### config.mk
export PLATFORM = sky130hd
export DESIGN_NAME = i2c_sample_eeprom
export DESIGN_NICKNAME = d
export VERILOG_FILES = /design/src/rtl/i2cs_pkg.sv /design/src/rtl/i2cs_line_decode.sv /design/src/rtl/i2cs_store.sv /design/src/rtl/i2cs_seq.sv /design/src/rtl/i2c_sample_eeprom.sv
export SDC_FILE = /design/constraint.sdc
export NUM_CORES = 2
export LEC_CHECK = 0
export BUFFER_PORTS_ARGS = -buffer_cell sky130_fd_sc_hd__buf_2
export CORE_MARGIN = 1.5
export CORE_UTILIZATION = 45
export DETAILED_ROUTE_END_ITERATION = 12
export PLACE_DENSITY = 0.74
export SLEW_MARGIN = 20
export SYNTH_ARGS = -nofsm -noshare
export SYNTH_HDL_FRONTEND = slang
export SYNTH_HIERARCHICAL = 1
export SYNTH_SLANG_ARGS = --single-unit
### constraint.sdc
create_clock -name clk -period 2.8 [get_ports clk]
set_clock_uncertainty 0.15 [all_clocks]
set_input_delay 0.42 -clock clk [delete_from_list [all_inputs] [get_ports clk]]
set_output_delay 0.42 -clock clk [all_outputs]
set_load 0.01 [all_outputs]
### src/rtl/i2cs_pkg.sv
package i2cs_pkg;
  typedef enum logic [2:0] {
    EV_NONE,
    EV_START,
    EV_STOP,
    EV_RISE_OK,
    EV_RISE_BAD
  } line_ev_e;
endpackage

### src/rtl/i2cs_line_decode.sv
module i2cs_line_decode
  import i2cs_pkg::*;
(
  input  logic     scl_q,
  input  logic     sda_q,
  input  logic     scl_n,
  input  logic     sda_n,
  output line_ev_e ev
);
  always_comb begin
    if (scl_q && scl_n && (sda_q != sda_n)) ev = sda_n ? EV_STOP : EV_START;
    else if (!scl_q && scl_n)               ev = (sda_q == sda_n) ? EV_RISE_OK : EV_RISE_BAD;
    else                                    ev = EV_NONE;
  end
endmodule

### src/rtl/i2cs_store.sv
module i2cs_store #(
  parameter int AW = 8,
  parameter int DW = 8
) (
  input  logic          clk,
  input  logic          rst_n,
  input  logic          wr_en,
  input  logic [AW-1:0] wr_addr,
  input  logic [DW-1:0] wr_data,
  input  logic [AW-1:0] rd_addr,
  output logic [DW-1:0] rd_data
);
  localparam int DEPTH = 1 << AW;

  logic [DW-1:0] mem [DEPTH];

  always_ff @(posedge clk) begin
    if (wr_en) mem[wr_addr] <= wr_data;
  end

  assign rd_data = mem[rd_addr];

  // preload lands at its address
  p_preload_r10: assert property (@(posedge clk) disable iff (!rst_n)
    wr_en |=> mem[$past(wr_addr)] == $past(wr_data));
endmodule

### src/rtl/i2cs_seq.sv
module i2cs_seq
  import i2cs_pkg::*;
#(
  parameter int AW = 8,
  parameter int DW = 8,
  parameter int CW = 8
) (
  input  logic          clk,
  input  logic          rst_n,
  input  logic          smp_valid,
  input  logic          smp_scl,
  input  logic          smp_sda,
  input  line_ev_e      ev,
  output logic          scl_q,
  output logic          sda_q,
  output logic [AW-1:0] rd_addr,
  input  logic [DW-1:0] rd_data
);
  localparam int CMD_END  = CW + 1;
  localparam int ADDR_END = CW + 1 + AW;
  localparam int TW       = $clog2(ADDR_END + 1);
  localparam logic [TW-1:0] T_ONE  = TW'(1);
  localparam logic [TW-1:0] T_CMD  = TW'(CMD_END);
  localparam logic [TW-1:0] T_ADDR = TW'(ADDR_END);

  logic [TW-1:0] tick_q, tick_n;
  logic [CW-1:0] cmd_q, cmd_n;
  logic [AW-1:0] addr_q, addr_n;
  logic [DW-1:0] data_q, data_n;
  logic          ack_q, ack_n;
  logic          sda_eff;
  logic          idle;

  assign idle    = (tick_q == '0) && !ack_q;
  assign rd_addr = {addr_q[AW-2:0], smp_sda};

  always_comb begin
    tick_n  = tick_q;
    cmd_n   = cmd_q;
    addr_n  = addr_q;
    data_n  = data_q;
    ack_n   = ack_q;
    sda_eff = smp_sda;
    if (smp_valid) begin
      if (ev == EV_START) begin
        tick_n = T_ONE;
        cmd_n  = '0;
      end else if (!idle && (ev == EV_RISE_OK || ev == EV_RISE_BAD)) begin
        if (ack_q) begin
          sda_eff = 1'b0;
          ack_n   = 1'b0;
        end else if (ev == EV_RISE_OK) begin
          if (tick_q < T_CMD) begin
            cmd_n  = {cmd_q[CW-2:0], smp_sda};
            tick_n = tick_q + T_ONE;
            if (tick_n == T_CMD) ack_n = 1'b1;
          end else if (tick_q < T_ADDR) begin
            if (cmd_q[0]) sda_eff = data_q[DW-1];
            addr_n = {addr_q[AW-2:0], smp_sda};
            data_n = {data_q[DW-2:0], 1'b0};
            tick_n = tick_q + T_ONE;
            if (tick_n == T_ADDR) begin
              data_n = rd_data;
              ack_n  = 1'b1;
              tick_n = '0;
            end
          end
        end
      end
    end
  end

  always_ff @(posedge clk or negedge rst_n) begin
    if (!rst_n) begin
      tick_q <= '0;
      cmd_q  <= '0;
      addr_q <= '0;
      data_q <= '0;
      ack_q  <= 1'b0;
      scl_q  <= 1'b1;
      sda_q  <= 1'b1;
    end else begin
      tick_q <= tick_n;
      cmd_q  <= cmd_n;
      addr_q <= addr_n;
      data_q <= data_n;
      ack_q  <= ack_n;
      if (smp_valid) begin
        scl_q <= smp_scl;
        sda_q <= sda_eff;
      end
    end
  end

  // START restarts the count and clears the control byte
  p_start_clears_r2: assert property (@(posedge clk) disable iff (!rst_n)
    (smp_valid && ev == EV_START) |=> (tick_q == T_ONE && cmd_q == '0));
  // idle ignores everything but START
  p_idle_ignore_r3: assert property (@(posedge clk) disable iff (!rst_n)
    (smp_valid && idle && ev != EV_START) |=>
      ($stable(tick_q) && $stable(cmd_q) && $stable(addr_q) && $stable(data_q) && !ack_q));
  // a pending acknowledge forces SDA low on the rising edge
  p_ack_low_r4: assert property (@(posedge clk) disable iff (!rst_n)
    (smp_valid && ack_q && (ev == EV_RISE_OK || ev == EV_RISE_BAD)) |=> (!sda_q && !ack_q));
  // a rising edge with SDA moving is not a bit
  p_bad_edge_r8: assert property (@(posedge clk) disable iff (!rst_n)
    (smp_valid && !ack_q && ev == EV_RISE_BAD) |=>
      ($stable(tick_q) && $stable(cmd_q) && $stable(addr_q)));
  // STOP touches only the stored levels
  p_stop_inert_r9: assert property (@(posedge clk) disable iff (!rst_n)
    (smp_valid && ev == EV_STOP) |=>
      ($stable(tick_q) && $stable(cmd_q) && $stable(addr_q) && $stable(data_q) && $stable(ack_q)));
  // no strobe, no change
  p_no_strobe_r12: assert property (@(posedge clk) disable iff (!rst_n)
    !smp_valid |=> ($stable(sda_q) && $stable(scl_q) && $stable(tick_q)));
endmodule

### src/rtl/i2c_sample_eeprom.sv
module i2c_sample_eeprom
  import i2cs_pkg::*;
#(
  parameter int AW = 8,
  parameter int DW = 8,
  parameter int CW = 8
) (
  input  logic          clk,
  input  logic          rst_n,
  input  logic          smp_valid,
  input  logic          smp_scl,
  input  logic          smp_sda,
  output logic          sda_o,
  input  logic          ld_valid,
  input  logic [AW-1:0] ld_addr,
  input  logic [DW-1:0] ld_data
);
  line_ev_e      ev;
  logic          scl_q, sda_q;
  logic [AW-1:0] rd_addr;
  logic [DW-1:0] rd_data;

  i2cs_line_decode u_dec (
    .scl_q (scl_q),
    .sda_q (sda_q),
    .scl_n (smp_scl),
    .sda_n (smp_sda),
    .ev    (ev)
  );

  i2cs_seq #(.AW(AW), .DW(DW), .CW(CW)) u_seq (
    .clk       (clk),
    .rst_n     (rst_n),
    .smp_valid (smp_valid),
    .smp_scl   (smp_scl),
    .smp_sda   (smp_sda),
    .ev        (ev),
    .scl_q     (scl_q),
    .sda_q     (sda_q),
    .rd_addr   (rd_addr),
    .rd_data   (rd_data)
  );

  i2cs_store #(.AW(AW), .DW(DW)) u_store (
    .clk     (clk),
    .rst_n   (rst_n),
    .wr_en   (ld_valid),
    .wr_addr (ld_addr),
    .wr_data (ld_data),
    .rd_addr (rd_addr),
    .rd_data (rd_data)
  );

  assign sda_o = sda_q;
endmodule

# Word level (Yosys, flattened, before mapping)
# Memories as Yosys holds them, arrays and structs flattened.
# Cells that the tools add are included.
dict set report word_totals {
  mem_bits_rw 2048
  mem_count 1
  reg_bits 24
  input_bits 22
}
dict set report op_classes {
  reduce_logical 18
  bitwise 3
  n_mux 32
  n_lt_le_gt_ge 2
  n_addsub 1
  eq_ne 8
}
# name words word_bits read_ports rd_ports_with_merged_regs wr line
set memory_table {}
lappend memory_table {u_store.mem 256 8 1 0 1 i2cs_store.sv:15} ;# logic [DW-1:0] mem [DEPTH];
# operator n
set op_table {}
lappend op_table {{2-to-1 mux 5 bit} 7}
lappend op_table {{2-to-1 mux 1 bit} 20}
lappend op_table {{AND reduction 5 bit} 2}
lappend op_table {{2-to-1 mux 3 bit} 3}
lappend op_table {{2-to-1 mux 8 bit} 1}
lappend op_table {{AND reduction 7 bit} 1}
lappend op_table {{nonzero test 2 bit} 3}
lappend op_table {{adder 5 x 1 -> 5 bit (second input constant)} 1}
lappend op_table {{equality test 5 x 4 -> 1 bit (second input constant)} 1}
lappend op_table {{equality test 5 bit (second input constant)} 1}
lappend op_table {{logical AND 1 bit} 5}
lappend op_table {{logical NOT 5 bit} 1}
lappend op_table {{< comparator 5 x 4 -> 1 bit (second input constant)} 1}
lappend op_table {{< comparator 5 bit (second input constant)} 1}
lappend op_table {{equality test 3 x 1 -> 1 bit (second input constant)} 1}
lappend op_table {{equality test 3 x 2 -> 1 bit (second input constant)} 1}
lappend op_table {{equality test 3 bit (second input constant)} 1}
lappend op_table {{logical NOT 1 bit} 3}
lappend op_table {{inverter 1 bit} 3}
lappend op_table {{AND reduction 3 bit} 1}
lappend op_table {{nonzero test 3 bit} 1}
lappend op_table {{2-to-1 mux 2 bit} 1}
lappend op_table {{inequality test 2 bit (second input constant)} 1}
lappend op_table {{equality test 1 bit} 1}
lappend op_table {{other kinds (2)} 2}

# Logic depth before layout (Yosys ltp)
dict set report logic_depth {
  word_depth 9
  depth_mapped 14
  depth_no_buf 8
}

# Cells and area by module
# Netlist, hierarchy kept.
# mod cells_per_inst instances area_per_inst_um2
set by_module_without_submodules {}
lappend by_module_without_submodules {i2cs_store 3725 1 79396.1}
lappend by_module_without_submodules {i2cs_seq 138 1 1397.6}
lappend by_module_without_submodules {i2cs_line_decode 9 1 67.6}

# Worst setup path before layout
# No wires, ideal clock.
dict set report synth_path {
  kind {input to register}
  start {in smp_sda}
  end {reg u_seq.data_q[2]}
  arrival_time_ps 2526
  path_buffers 5
  stages 12
  required_time_ps 2527
  path_slack_ps 2
  setup_time_ps 123
  path_cell_list {buf_4 buf_6 buf_12 buf_8 buf_2 mux4_2 a22oi_1 a21oi_1 nor4_1 nor4_2 mux2i_1 a21oi_1}
}
# element line
set synth_lines {}
lappend synth_lines {{start, declared} i2c_sample_eeprom.sv:12} ;# input logic smp_sda,
lappend synth_lines {{memory (256 x 8 bit)} n/a}
lappend synth_lines {{named net rd_data[2]} i2c_sample_eeprom.sv:21} ;# logic [DW-1:0] rd_data;
lappend synth_lines {{2-to-1 mux 8 bit} i2cs_seq.sv:62} ;# if (tick_n == T_ADDR) begin
lappend synth_lines {{end signal, assigned} i2cs_seq.sv:86} ;# data_q <= data_n;
lappend synth_lines {{end, declared} i2cs_seq.sv:29} ;# logic [DW-1:0] data_q, data_n;
# The timed path passes the listed nets, and every way through them passes these cells.
# A chain may end at the register's enable or synchronous reset.

# Worst setup path in the final report
dict set report layout_path {
  start {reg u_seq.addr_q[0]}
  end {reg u_seq.data_q[1]}
}
dict set report layout_between {
  elab_chain_len 2
}
# element line
set layout_rtl {}
lappend layout_rtl {{start, declared} i2cs_seq.sv:28} ;# logic [AW-1:0] addr_q, addr_n;
lappend layout_rtl {{start signal, assigned} i2cs_seq.sv:85} ;# addr_q <= addr_n;
lappend layout_rtl {{memory (256 x 8 bit)} n/a}
lappend layout_rtl {{named net rd_data[1]} i2c_sample_eeprom.sv:21}
lappend layout_rtl {{2-to-1 mux 8 bit} i2cs_seq.sv:62}
# The timed path passes the listed nets, and every way through them passes these cells.

==> impl_metrics.tcl <==
set metrics [dict create \
    status "finished with violations" \
    violations "setup timing" \
    routed_wl_um 207400 \
    seq_area_sq_um 62110 \
    fmax_ghz 0.3187 \
    gp_congestion 0.8883 \
    ys_warn_count 6 \
    drt_first_pass_iters 6 \
    async_flop_share 0.01158 \
    hold_path_class "primary input to async pin" \
    min_period_over_period 1.120 \
    worst_ir_drop_vdd_mv 0.6674 \
    worstMarginPinSlew_ns 0.8337 \
    vias_per_cell 6.081 \
    globalRouteOverflowTotal 0 \
    syn_avg_cell_area_sq_um 20.88 \
    crit_required_ns 3.39 \
    reg2reg_slack_ns -0.34 \
    clk_latency_ns 0.86 \
    post-route-min-period_ns 3.137 \
    syn_nets 3896 \
    grt_pass1_wl_um 299400 \
    pin_count 23 \
    power.switching_mw 12.91 \
    leakage_nw 30.98 \
    core_sq_um 178400 \
    finish.instance_area_sq_um 96480 \
    yosys_register_bits 2072 \
    p_per_area_nw_per_um2 646.4 \
    layout_common_cells "edfxtp_1 (2048), buf_4 (613), mux4_2 (454)" \
    nets 4609 \
    combPwrFrac 0.033 \
    n_fill_cell 12950 \
    cts-root-buf "clkbuf_16" \
    setup_slack_ns -0.3373 \
    slew_headroom 0.4442 \
    syn_inst 3872 \
    cts_buffers 197 \
    drive_gt1_frac 0.3409 \
    clock_sinks 2072 \
    final_max_slew_viol_count 0 \
    clock_power_share 0.419 \
    cp_max_fo 7 \
    finalSetupViolCount 8 \
    die_w_um 426.9 \
    die_h_um 426.9 \
    cp.depth 9 \
    critPathBufInv 2 \
    dieArea_sq_um 182200 \
    finalCoreUtilization 0.5408 \
    slowest_stage "nor4_2" \
    sequentialPowerShare 0.548 \
    post-route-drc-count 0 \
    rows 155 \
    hold_viol_final 0 \
    grt_usage 0.2267 \
    cts_tree "done" \
    synth-edff-count 2048 \
    switching_share 0.2070 \
    slowest_delay_ns 0.62 \
    routedWlPerCell_um 29.20 \
    path_cells "buf_6 > clkbuf_16 > mux4_2 > mux4_2 > nor2b_1 > nor4_2 > nor4_2 > mux2i_1 > a21oi_1" \
    worstPathArrival_ns 3.73 \
    critPathTopFamily "multiplexers" \
    ys.flop_type "edfxtp_1" \
    synth_area_sq_um 80860 \
    ff2ff_path_depth 9 \
    dr.first_iter.drc_count 5772 \
    drt.antenna.violating_nets 0 \
    start_util 0.4532 \
    grt_antenna_before_repair 13 \
    clk_pin_slew_worst_paths_ns 0.07 \
    placed_cell_area_sq_um 88620 \
    end_kind "flop" \
    path_class "flop to flop" \
    grt_pass1_vias 43460 \
    p_int_mw 49.46 \
    seq_area_frac_synth 0.7680 \
    mostFrequentLayoutCell "edfxtp_1" \
    areaGrowthSynthToFinish_pct 19.32 \
    yosysUniqueCellTypes 72 \
    start_kind "flop" \
    h-tree-depth 4 \
    dr_total_vias 43190 \
    fin_setup_tns_ns -1.687 \
    grt_max_degree 134 \
    io_buffers 22 \
    dp_hpwl_um 127600 \
    cts.path.max_buffers 3 \
    multi_input_area_sq_um 18110 \
    rsz0062_at_grt "yes" \
    maxCapViolations 0 \
]
worst reg2reg max path, delay by kind of cell (launching register included):
family	cells	cell delay [ns]
AO/OA/AOI/OAI	1	0.09
flip-flops	1	0.53
multiplexers	3	1.01
AND/OR/NAND/NOR	3	0.92
buffers and inverters	2	0.33
synth_stat cells (3+ instances only):
master | number | area, sq um
edfxtp_1 | 2048 | 61500
mux4_2 | 454 | 10220
nor2_1 | 293 | 1100
mux2i_1 | 142 | 1421
a22oi_1 | 135 | 1013
clkbuf_1 | 112 | 420.4
a21oi_1 | 108 | 540.5
o221ai_1 | 46 | 402.9
nand2_1 | 42 | 157.7
nand3_1 | 38 | 190.2
nor2b_1 | 38 | 237.7
buf_2 | 34 | 170.2
buf_4 | 29 | 217.7
o22ai_1 | 29 | 181.4
nor4_1 | 25 | 156.4
buf_1 | 22 | 82.58
buf_6 | 22 | 247.7
dfrtp_1 | 22 | 550.5
nor3_1 | 22 | 110.1
o21ai_0 | 20 | 100.1
a211oi_1 | 16 | 120.1
a221oi_1 | 14 | 122.6
buf_8 | 14 | 210.2
o211ai_1 | 11 | 82.58
a22o_1 | 10 | 87.58
nand2b_1 | 10 | 62.56
nand4_1 | 10 | 62.56
and2_1 | 8 | 50.05
buf_12 | 8 | 160.2
inv_1 | 6 | 22.52
mux2_2 | 6 | 67.56
nor4b_1 | 5 | 43.79
o22a_1 | 5 | 43.79
o32ai_1 | 5 | 43.79
or2_2 | 5 | 31.28
mux2_4 | 4 | 60.06
and3b_1 | 3 | 26.28
nor4_2 | 3 | 37.54
xnor2_1 | 3 | 26.28
final timing paths:
path	startpoint	end
max	u_seq/addr_q[0]$_DFFE_PN0P_	u_seq/data_q[1]$_DFFE_PN0P_
max reg2reg	u_seq/addr_q[0]$_DFFE_PN0P_	u_seq/data_q[1]$_DFFE_PN0P_
min reg2reg	u_seq/cmd_q[0]$_DFFE_PN0P_	u_seq/cmd_q[0]$_DFFE_PN0P_
min	rst_n	u_seq/addr_q[2]$_DFFE_PN0P_
min in group clk	ld_data[4]	u_store/mem[225][4]$_DFFE_PP_
max in group asynchronous	rst_n	u_seq/addr_q[1]$_DFFE_PN0P_
area by class of cell:
class,instances,share of cell area
clock inverter,111,0.01248
timing repair buffer,755,0.07218
clock buffer,244,0.05292
sequential,2072,0.6438
antenna,7,0.0001816
multi-input combinational,1552,0.1877
inverter,7,0.0002853
tap,2355,0.03054
stage by stage:
step	cells	hold WS (ns)	setup WS, ns	total power [mW]
after global placement	6701	0.3552	-1.181	36.81
final	7103	0.04949	-0.3373	62.37
after global routing	7101	0.07748	-0.3887	63.83
after CTS	7082	0.009293	-0.2876	62.55
after detailed placement	6701	0.3617	-1.153	36.88
after floorplan	3872	-0.02559	0.001731	35.89
state kept, by name, indices dropped and copies added, names as in the netlist:
signal,cells
u_seq/cmd_q,1
u_seq/ack_q,1
u_seq/tick_q,5
u_seq/addr_q,7
u_seq/sda_q,1
u_seq/scl_q,1
u_store/mem,2048
u_seq/data_q,8
power by group through the flow:
stage / sequential [mW] / combinational, mW / clock (mW)
after floorplan: 34.8 / 1.04 / 0
after global placement: 34.8 / 1.97 / 0
after detailed placement: 34.9 / 2.02 / 0
after CTS: 34.2 / 2.06 / 26.3
after global routing: 34.2 / 2.19 / 27.5
final: 34.2 / 2.07 / 26.1
logic make-up (layout without fill, tap and decap cells):
kind of cell | count (synthesis) | after routing | share of synthesized area
XOR/XNOR | 3 | 3 | 0.0003250
flip-flops | 2072 | 2072 | 0.7680
AND/OR/NAND/NOR | 514 | 514 | 0.02923
adder cells (fa/ha/maj) | 2 | 2 | 0.0003094
buffers and inverters | 248 | 1117 | 0.01899
multiplexers | 608 | 608 | 0.1463
other | 0 | 7 | 0
AO/OA/AOI/OAI | 425 | 425 | 0.03689
timing repair:
action                                  4_1_cts  5_1_grt
hold buffers                                 10        0
hold endpoints to repair                    246        0
pin swaps                                    34       48
cloned                                        5        1
buffers inserted                             17       13
gates resized for setup                     123       81
endpoints found under the setup margin        8        8
routing by layer:
layer / routed length, um / global-route usage / up-vias / part of all wire
met5: 63 / 0 / - / 0.00030
met1: 75900 / 0.2971 / 22430 / 0.37
met3: 21230 / 0.05114 / 476 / 0.10
met4: 8548 / 0.09173 / 8 / 0.041
li1: - / - / 17610 / -
met2: 101700 / 0.3686 / 2662 / 0.49
Power figures use the tool's default switching activity.
